File: config.mk
export PLATFORM = sky130hd
export DESIGN_NAME = dma_ring_chan
export DESIGN_NICKNAME = d
export VERILOG_FILES = /design/src/rtl/dma_ring_pkg.sv /design/src/rtl/dma_ring_ptr.sv /design/src/rtl/dma_ring_lane.sv /design/src/rtl/dma_ring_seq.sv /design/src/rtl/dma_ring_chan.sv
export SDC_FILE = /design/constraint.sdc
export NUM_CORES = 1
export LEC_CHECK = 0
export BUFFER_PORTS_ARGS = -buffer_cell sky130_fd_sc_hd__buf_4
export CORE_MARGIN = 2
export CORE_UTILIZATION = 61
export CTS_CLUSTER_DIAMETER = 100
export DETAILED_ROUTE_END_ITERATION = 10
export PLACE_DENSITY = 0.87
export SYNTH_ARGS = -nofsm -noshare
export SYNTH_HDL_FRONTEND = slang
export SYNTH_SLANG_ARGS = --single-unit
File: constraint.sdc
create_clock -name clk -period 5.6 [get_ports clk]
set_clock_uncertainty 0.2 [all_clocks]
set_input_delay 0.84 -clock clk [delete_from_list [all_inputs] [get_ports clk]]
set_output_delay 0.84 -clock clk [all_outputs]
set_load 0.02 [all_outputs]
File: src/rtl/dma_ring_pkg.sv
package dma_ring_pkg;
  localparam int ADDR_W   = 32;
  localparam int F_EN     = 0;
  localparam int F_SIZE   = 1;
  localparam int F_INC_RD = 3;
  localparam int F_INC_WR = 4;
  localparam int F_RING   = 5;
  localparam int F_RINGWR = 9;
  localparam int F_CHAIN  = 10;
  localparam int F_PACE   = 14;
  localparam int F_QUIET  = 20;
  localparam int F_SWAP   = 21;
  localparam int CTRL_W   = 22;
  localparam int F_BUSY   = 24;
  localparam int F_RDERR  = 29;
  localparam int F_WRERR  = 30;

  typedef enum logic [2:0] {
    RI_CTRL      = 3'd0,
    RI_RDPTR     = 3'd1,
    RI_WRPTR     = 3'd2,
    RI_COUNT     = 3'd3,
    RI_CTRL_GO   = 3'd4,
    RI_SPARE     = 3'd5,
    RI_COUNT_ALT = 3'd6,
    RI_RDPTR_GO  = 3'd7
  } reg_idx_e;

  typedef enum logic [1:0] {ST_IDLE, ST_PACE, ST_READ, ST_WRITE} chan_state_e;

  function automatic logic [1:0] eff_size(input logic [1:0] size);
    return (size == 2'd3) ? 2'd2 : size;
  endfunction

  function automatic logic [ADDR_W-1:0] step_ptr(input logic [ADDR_W-1:0] addr,
                                                 input logic [1:0] size,
                                                 input logic inc, input logic wrap,
                                                 input logic [3:0] ring_bits);
    logic [ADDR_W-1:0] nxt, keep;
    nxt  = addr + (inc ? (ADDR_W'(1) << eff_size(size)) : '0);
    keep = wrap ? ((ADDR_W'(1) << ring_bits) - ADDR_W'(1)) : '1;
    return (addr & ~keep) | (nxt & keep);
  endfunction

  function automatic logic [3:0] lane_mask(input logic [1:0] lo, input logic [1:0] size);
    case (eff_size(size))
      2'd0:    return 4'b0001 << lo;
      2'd1:    return lo[1] ? 4'b1100 : 4'b0011;
      default: return 4'b1111;
    endcase
  endfunction

  function automatic logic [31:0] shape_data(input logic [31:0] rdata, input logic [1:0] lo,
                                             input logic [1:0] size, input logic swap);
    logic [7:0]  b;
    logic [15:0] h;
    logic [31:0] w;
    case (eff_size(size))
      2'd0: begin
        b = rdata[8*lo +: 8];
        return {4{b}};
      end
      2'd1: begin
        h = rdata[16*lo[1] +: 16];
        if (swap) h = {h[7:0], h[15:8]};
        return {2{h}};
      end
      default: begin
        w = rdata;
        if (swap) w = {w[7:0], w[15:8], w[23:16], w[31:24]};
        return w;
      end
    endcase
  endfunction
endpackage

File: src/rtl/dma_ring_ptr.sv
module dma_ring_ptr
  import dma_ring_pkg::*;
(
  input  logic              clk,
  input  logic              rst_n,
  input  logic              load,
  input  logic [ADDR_W-1:0] load_val,
  input  logic              advance,
  input  logic [1:0]        size,
  input  logic              inc,
  input  logic              wrap,
  input  logic [3:0]        ring_bits,
  output logic [ADDR_W-1:0] ptr
);
  logic [ADDR_W-1:0] ptr_q;

  always_ff @(posedge clk) begin
    if (!rst_n)       ptr_q <= '0;
    else if (load)    ptr_q <= load_val;
    else if (advance) ptr_q <= step_ptr(ptr_q, size, inc, wrap, ring_bits);
  end

  assign ptr = ptr_q;
endmodule

File: src/rtl/dma_ring_lane.sv
module dma_ring_lane
  import dma_ring_pkg::*;
(
  input  logic [31:0] rdata,
  input  logic [1:0]  rd_lo,
  input  logic [1:0]  wr_lo,
  input  logic [1:0]  size,
  input  logic        swap,
  output logic [31:0] shaped,
  output logic [3:0]  be
);
  assign shaped = shape_data(rdata, rd_lo, size, swap);
  assign be     = lane_mask(wr_lo, size);
endmodule

File: src/rtl/dma_ring_seq.sv
module dma_ring_seq
  import dma_ring_pkg::*;
(
  input  logic        clk,
  input  logic        rst_n,
  input  logic        start,
  input  logic [31:0] reload,
  input  logic        pace_ok,
  input  logic        rd_ready,
  input  logic        rd_fault,
  input  logic        wr_ready,
  input  logic        wr_fault,
  output logic        busy,
  output logic [31:0] remaining,
  output logic        rd_req,
  output logic        wr_req,
  output logic        rd_beat,
  output logic        wr_beat,
  output logic        rd_err_hit,
  output logic        wr_err_hit,
  output logic        seq_done
);
  chan_state_e state_q;
  logic [31:0] rem_q;

  assign busy       = (state_q != ST_IDLE);
  assign rd_req     = (state_q == ST_READ);
  assign wr_req     = (state_q == ST_WRITE);
  assign rd_beat    = rd_req && rd_ready && !rd_fault;
  assign wr_beat    = wr_req && wr_ready && !wr_fault;
  assign rd_err_hit = rd_req && rd_ready && rd_fault;
  assign wr_err_hit = wr_req && wr_ready && wr_fault;
  assign seq_done   = (state_q == ST_PACE) && (rem_q == '0);
  assign remaining  = rem_q;

  always_ff @(posedge clk) begin
    if (!rst_n) begin
      state_q <= ST_IDLE;
      rem_q   <= '0;
    end else begin
      case (state_q)
        ST_IDLE: if (start) begin
          state_q <= ST_PACE;
          rem_q   <= reload;
        end
        ST_PACE: begin
          if (rem_q == '0) state_q <= ST_IDLE;
          else if (pace_ok) state_q <= ST_READ;
        end
        ST_READ: if (rd_ready) state_q <= rd_fault ? ST_IDLE : ST_WRITE;
        ST_WRITE: if (wr_ready) begin
          if (wr_fault) state_q <= ST_IDLE;
          else begin
            rem_q   <= rem_q - 32'd1;
            state_q <= ST_PACE;
          end
        end
        default: state_q <= ST_IDLE;
      endcase
    end
  end
endmodule

File: src/rtl/dma_ring_chan.sv
module dma_ring_chan
  import dma_ring_pkg::*;
#(
  parameter int CH_ID = 0,
  parameter int NREQ  = 4
) (
  input  logic            clk,
  input  logic            rst_n,
  input  logic            reg_we,
  input  logic [2:0]      reg_idx,
  input  logic [31:0]     reg_wdata,
  output logic [31:0]     reg_rdata,
  output logic            rd_req,
  output logic [31:0]     rd_addr,
  input  logic            rd_ready,
  input  logic [31:0]     rd_data,
  input  logic            rd_fault,
  output logic            wr_req,
  output logic [31:0]     wr_addr,
  output logic [31:0]     wr_data,
  output logic [3:0]      wr_be,
  input  logic            wr_ready,
  input  logic            wr_fault,
  input  logic [NREQ-1:0] pace_req,
  input  logic            chain_in,
  output logic            chain_out,
  output logic [3:0]      chain_target,
  output logic            irq
);
  localparam logic [3:0] SELF = 4'(CH_ID);

  reg_idx_e          ri;
  logic [CTRL_W-1:0] ctrl_q;
  logic [31:0]       reload_q, data_q, shaped, remaining;
  logic              rd_err_q, wr_err_q, irq_q, chain_q;
  logic              busy, rd_beat, wr_beat, rd_err_hit, wr_err_hit, seq_done;
  logic              pace_ok, ctrl_wr, trig_wr, null_trig, start;

  logic              cf_en, cf_inc_rd, cf_inc_wr, cf_ring_wr, cf_quiet, cf_swap;
  logic [1:0]        cf_size;
  logic [3:0]        cf_ring, cf_chain;
  logic [5:0]        cf_pace;

  assign ri         = reg_idx_e'(reg_idx);
  assign cf_en      = ctrl_q[F_EN];
  assign cf_size    = ctrl_q[F_SIZE +: 2];
  assign cf_inc_rd  = ctrl_q[F_INC_RD];
  assign cf_inc_wr  = ctrl_q[F_INC_WR];
  assign cf_ring    = ctrl_q[F_RING +: 4];
  assign cf_ring_wr = ctrl_q[F_RINGWR];
  assign cf_chain   = ctrl_q[F_CHAIN +: 4];
  assign cf_pace    = ctrl_q[F_PACE +: 6];
  assign cf_quiet   = ctrl_q[F_QUIET];
  assign cf_swap    = ctrl_q[F_SWAP];

  // Register-side events, brought out by name for the checker.
  assign ctrl_wr   = reg_we && (ri == RI_CTRL || ri == RI_CTRL_GO);
  assign trig_wr   = reg_we && (ri == RI_CTRL_GO || ri == RI_RDPTR_GO);
  assign null_trig = trig_wr && (reg_wdata == '0);
  assign start     = !busy && (((trig_wr && !null_trig) &&
                               ((ri == RI_CTRL_GO) ? reg_wdata[F_EN] : cf_en)) ||
                               (chain_in && cf_en));

  always_comb begin
    pace_ok = 1'b1;
    for (int k = 0; k < NREQ; k++)
      if (cf_pace == 6'(k)) pace_ok = pace_req[k];
  end

  always_ff @(posedge clk) begin
    if (!rst_n) begin
      ctrl_q   <= '0;
      reload_q <= '0;
      rd_err_q <= 1'b0;
      wr_err_q <= 1'b0;
      irq_q    <= 1'b0;
      chain_q  <= 1'b0;
      data_q   <= '0;
    end else begin
      if (ctrl_wr) ctrl_q <= reg_wdata[CTRL_W-1:0];
      if (reg_we && (ri == RI_COUNT || ri == RI_COUNT_ALT)) reload_q <= reg_wdata;
      if (rd_err_hit)                          rd_err_q <= 1'b1;
      else if (ctrl_wr && reg_wdata[F_RDERR])  rd_err_q <= 1'b0;
      if (wr_err_hit)                          wr_err_q <= 1'b1;
      else if (ctrl_wr && reg_wdata[F_WRERR])  wr_err_q <= 1'b0;
      irq_q   <= (seq_done && !cf_quiet) || (null_trig && cf_quiet);
      chain_q <= seq_done && (cf_chain != SELF);
      if (rd_beat) data_q <= shaped;
    end
  end

  dma_ring_seq u_seq (
    .clk, .rst_n, .start, .reload(reload_q), .pace_ok,
    .rd_ready, .rd_fault, .wr_ready, .wr_fault,
    .busy, .remaining, .rd_req, .wr_req, .rd_beat, .wr_beat,
    .rd_err_hit, .wr_err_hit, .seq_done
  );

  // Pointer 0 is the read side, pointer 1 the write side.
  logic [1:0]  ptr_load, ptr_adv, ptr_inc;
  logic [31:0] ptr_val [2];
  assign ptr_load = {reg_we && ri == RI_WRPTR, reg_we && (ri == RI_RDPTR || ri == RI_RDPTR_GO)};
  assign ptr_adv  = {wr_beat, rd_beat};
  assign ptr_inc  = {cf_inc_wr, cf_inc_rd};

  for (genvar g = 0; g < 2; g++) begin : g_ptr
    dma_ring_ptr u_ptr (
      .clk, .rst_n,
      .load(ptr_load[g]), .load_val(reg_wdata), .advance(ptr_adv[g]),
      .size(cf_size), .inc(ptr_inc[g]),
      .wrap((cf_ring != 4'd0) && (cf_ring_wr == 1'(g))),
      .ring_bits(cf_ring), .ptr(ptr_val[g])
    );
  end

  dma_ring_lane u_lane (
    .rdata(rd_data), .rd_lo(ptr_val[0][1:0]), .wr_lo(ptr_val[1][1:0]),
    .size(cf_size), .swap(cf_swap), .shaped, .be(wr_be)
  );

  assign rd_addr      = ptr_val[0];
  assign wr_addr      = ptr_val[1];
  assign wr_data      = data_q;
  assign irq          = irq_q;
  assign chain_out    = chain_q;
  assign chain_target = cf_chain;

  always_comb begin
    case (ri)
      RI_CTRL, RI_CTRL_GO: reg_rdata = {rd_err_q | wr_err_q, wr_err_q, rd_err_q, 4'b0,
                                        busy, 2'b0, ctrl_q};
      RI_RDPTR, RI_RDPTR_GO: reg_rdata = ptr_val[0];
      RI_WRPTR:              reg_rdata = ptr_val[1];
      RI_COUNT, RI_COUNT_ALT: reg_rdata = remaining;
      default:               reg_rdata = '0;
    endcase
  end
endmodule

; Word level (Yosys, flattened, before mapping)
; Cells that the tools add are included.
[op_classes]
shift = 5
n_addsub = 4
eq_ne = 19
reduce_logical = 54
bitwise_logic = 10
muxes = 36
[ops]
columns = cell, n
row1 = two-way mux 32 bit, 12
row2 = bitwise AND 32 bit, 4
row3 = one-hot mux 32 bit (2 select lines), 2
row4 = one-hot mux 32 bit (4 select lines), 1
row5 = adder 32 bit, 2
row6 = zero test 32 bit, 2
row7 = inverter 32 bit, 2
row8 = OR 32 bit, 2
row9 = subtractor 32 x 1 -> 32 bit (second input constant), 2
row10 = indexed part select 32 x 6 -> 16 bit, 1
row11 = indexed part select 32 x 6 -> 8 bit, 1
row12 = << shifter 1 x 2 -> 32 bit (first input constant), 1
row13 = << shifter 1 x 4 -> 32 bit (first input constant), 1
row14 = logical AND 1 bit, 24
row15 = two-way mux 16 bit, 1
row16 = two-way mux 2 bit, 7
row17 = == test 6 x 2 -> 1 bit (second input constant), 2
row18 = nonzero test 2 bit, 6
row19 = two-way mux 1 bit, 10
row20 = == test 3 bit (second input constant), 3
row21 = != test 2 bit (second input constant), 4
row22 = one-hot mux 2 bit (4 select lines), 1
row23 = one-hot mux 4 bit (2 select lines), 1
row24 = AND reduction 4 bit, 2
row25 = other kinds (17), 34
[totals]
ff_bits = 188
inputBits = 79
word_cells = 139

; Depth between registers and ports, before layout
[depth]
depth_word = 11
mapped_depth = 12
mapped_depth_nobuf = 10

; Cells and area by module
; Synthesis repeated with hierarchy kept, for this count alone.
[unflattened]
cells_unflattened = 1710
area_unflattened_um2 = 13500.4
[modules_own_cells]
columns = module, seq_area_each_um2, area_each_um2, n_inst, cells_each
row1 = dma_ring_chan, 1801.7, 5073.6, 1, 608
row2 = dma_ring_ptr, 640.6, 2494.9, 2, 335
row3 = dma_ring_seq, 680.7, 2184.6, 1, 286
row4 = dma_ring_lane, 0.0, 1252.5, 1, 146

; Worst setup path before layout
; Ideal clock, no wire load.
[synth_path]
kind = in2out
from = input port reg_idx[2]
to = output port reg_rdata[29]
cell_stages = 6
path_buffers = 2
arrival_time_ps = 2201
required_time_ps = 4560
slack_ps = 2359
path_cell_list = clkbuf_1 xor2_1 clkbuf_1 a22o_1 a222oi_1 inv_1
[synth_via]
elab_chain_cells = 3
word_cells_on_any_way = 11
[synth_lines]
columns = item, line
row1 = start: declaration, dma_ring_chan.sv:10  ; input logic [2:0] reg_idx,
row2 = "== test 3 x 2 -> 1 bit, or another cell as far along", dma_ring_chan.sv:129  ; case (ri)
row3 = OR reduction 2 bit, dma_ring_chan.sv:129
row4 = one-hot mux 32 bit (4 select lines) (*), dma_ring_chan.sv:129
row5 = end: declaration, dma_ring_chan.sv:12  ; output logic [31:0] reg_rdata,
; Every way passes the cells marked *; elsewhere a longest branch is shown, timed or not.

; Worst setup path after layout
[layout_path]
from = input port reg_idx[1]
to = output port reg_rdata[1]
; Same word-level chain as after synthesis.

==> flow_summary.toml <==
[outcome]
status = "completed"

[sta]
setup_tns_ps = 0
rsz0062_at_grt = "no"
timing.fmax_mhz = 244
setup_viol = 0
hold_ws_ps = 256
finalCritPeriodShare_pct = 73.1
final_max_slew_viol_count = 0
worstMarginPinSlew_ps = 1390
fin_crit_ps = 4100
finalHoldViolations = 0
slew_headroom_pct = 6.96

[yosys]
yosys.area_share.xor_xnor_pct = 4.62
yosys_warnings = 0
synth_edf_count = 0
synth_cell_type_count = 85
synth-simple-area-share_pct = 19.4
yosys.area_share.adder_pct = 1.65
ys.flop_type = "dfxtp_1"
async_flop_share_pct = 0
synth-seq-cells = 188
syn_area_sq_mm = 0.0116
synth_compound_area_share_pct = 27.8
synth_top_family_by_area = "compound AO/OA/AOI/OAI gates"
synthMuxAreaShare_pct = 8.25
postSynthAreaPerCell_sq_um = 7.90
syn_inst = 1463
yosysSeqAreaShare_pct = 32.6

[placement]
gp_congestion = 1.01
hpwl_mm = 29.4
numPortBuffers = 218

[clocking]
clk_pin_slew_ps = 70
post_cts_buffers = 0
htree_levels = 4
clk_latency_ps = 450
cts_sinks = 188
cts-root-buf = "clkbuf_16"
cts_tree = "yes"
cts.hold.buffers_added = 0
cts_buffers = 17
cts_resized = 0
clockBufferDepth = 2

[finish]
final_common_cell = "buf_4"
layout_common_cells = "233 x buf_4, 194 x a21oi_1, 192 x nand2_1, 186 x dfxtp_1, 88 x nor2_1"
nFillCells = 1448
syn2layout_area_growth_pct = 18.7
drive_above_1_share_pct = 19.5
nets = 1690

[floorplanning]
die_y_microns = 142
fp.dieW_microns = 142
initial_utilization_pct = 62.0
core_area_sq_mm = 0.0186
ios = 219
row_count = 50
die-area_sq_mm = 0.0201

[grt]
grt_max_degree = 77
grt_util_all_layers_pct = 41.2
grt_first_pass_wirelength_mm = 64.6
overflow = 0
grt_pass1_vias = 11662
grt_antenna_before_repair = 0

[worst_setup_path]
slowest_delay_ps = 1140
endpoint_kind = "primary output"
cp-start-kind = "primary input"
crit_chain = "buf_4, nor2b_1, a22oi_1, a21oi_1, buf_4"
ff2ff_setup_slack_ps = 1790
critPathBufInv = 2
critPathTopFamily = "simple AND/OR/NAND/NOR gates"
worstPathMaxFanout = 41
worstSetupPathType = "primary input to primary output"
arrival_ps = 3060
required_ps = 4560
slowest_stage = "nor2b_1"
crit_top_cell = "buf_4"

[drt]
drtPass1Iterations = 6
route.final.wire_length_mm = 42.5
ant_nets = 0
vias_per_cell = 6.93
drc = 0
drt_first_iter_violations = 1887
vias = 12777
post_drt_wl_per_cell_microns = 23.0

[power_and_ir_drop]
leakagePower_uw = 0.00555
vdd_drop_max_v = 0.000243
p_per_area_mw_per_mm2 = 232

[min_path]
hold_path_class = "register to register"

[flow_run]
cap_violations = 0
[layer usage]
metal	up-vias	global-route usage, %	wire length [microns]
li1	5631	-	-
met1	5913	53.0	15700
met2	1004	63.0	18400
met3	229	10.1	5470
met4	0	24.4	2860
met5	-	0	0
[synthesized netlist by cell type, types with 17 or more instances]
| library cell | instances | area [sq um] |
|---|---|---|
| a211oi_1 | 19 | 143 |
| nor3_1 | 22 | 110 |
| clkbuf_1 | 97 | 364 |
| nand2_1 | 194 | 728 |
| a21o_1 | 39 | 293 |
| nor4_1 | 23 | 144 |
| xor2_1 | 21 | 184 |
| dfxtp_1 | 188 | 3760 |
| a222oi_1 | 19 | 190 |
| a21oi_1 | 194 | 971 |
| o21ai_1 | 23 | 115 |
| nand4_1 | 23 | 144 |
| mux4_2 | 17 | 383 |
| o21ai_0 | 82 | 410 |
| inv_1 | 42 | 158 |
| o211ai_1 | 19 | 143 |
| xnor2_1 | 40 | 350 |
| mux2i_1 | 57 | 571 |
| nor2_1 | 89 | 334 |
| a22o_1 | 28 | 245 |
| o31ai_1 | 17 | 128 |
| nand3_1 | 29 | 145 |
[where the power goes]
group,internal (uW),switching (uW),leakage [uW]
Clock,632,603,0.000278
Combinational,195,310,0.00375
Sequential,1370,68.4,0.00153
Total,2200,981,0.00555
[worst reg2reg max path: cells and delay by family, from the launching register on]
family | cells | cell delay [ps]
AOI/OAI and AO/OA | 3 | 1370
xor gates and xnor gates | 1 | 120
adders and majority gates | 1 | 280
buffers and inverters | 1 | 60
DFF | 1 | 960
and+or+nand+nor | 4 | 740
[per-stage QoR]
step	instance area (sq um)	std cells	utilization [%]	setup WS (ps)	total power [uW]
after global routing	13700	1843	73.6	1460	3260
after floorplan	11600	1464	-	2360	1740
after CTS	13700	1843	73.6	1670	3160
final	13700	1844	73.6	1500	3180
after global placement	13100	1812	70.4	1760	1940
after detailed placement	13100	1812	70.4	1660	1960
[cell type report]
class                           count  area [sq um]  share of cell area, %
Multi-Input combinational cell   1111          7150                   52.1
Sequential cell                   188          3770                   27.5
Timing Repair Buffer              233          1750                   12.8
Clock buffer                       18           429                   3.13
Tap cell                          234           293                   2.13
Inverter                           46           174                   1.27
Clock inverter                     13           155                   1.13
Antenna cell                        1          2.50                 0.0182
[path summary, 6_finish.rpt]
kind | end | cells past startpoint | from
setup / recovery | reg_rdata[1] | 5 | reg_idx[1]
hold / removal | reload_q[29] | 2 | reload_q[29]
setup reg to reg | register | 10 | ctrl_q[2]
hold reg to reg | reload_q[29] | 2 | reload_q[29]
[logic make-up after synthesis]
| group | Yosys count |
|---|---|
| flops | 188 |
| simple gates | 453 |
| xor+xnor | 61 |
| compound gates | 507 |
| buf+inv | 165 |
| mux | 74 |
| other cells | 1 |
| fa+ha+maj | 14 |
(Power assumes the default switching activity.)
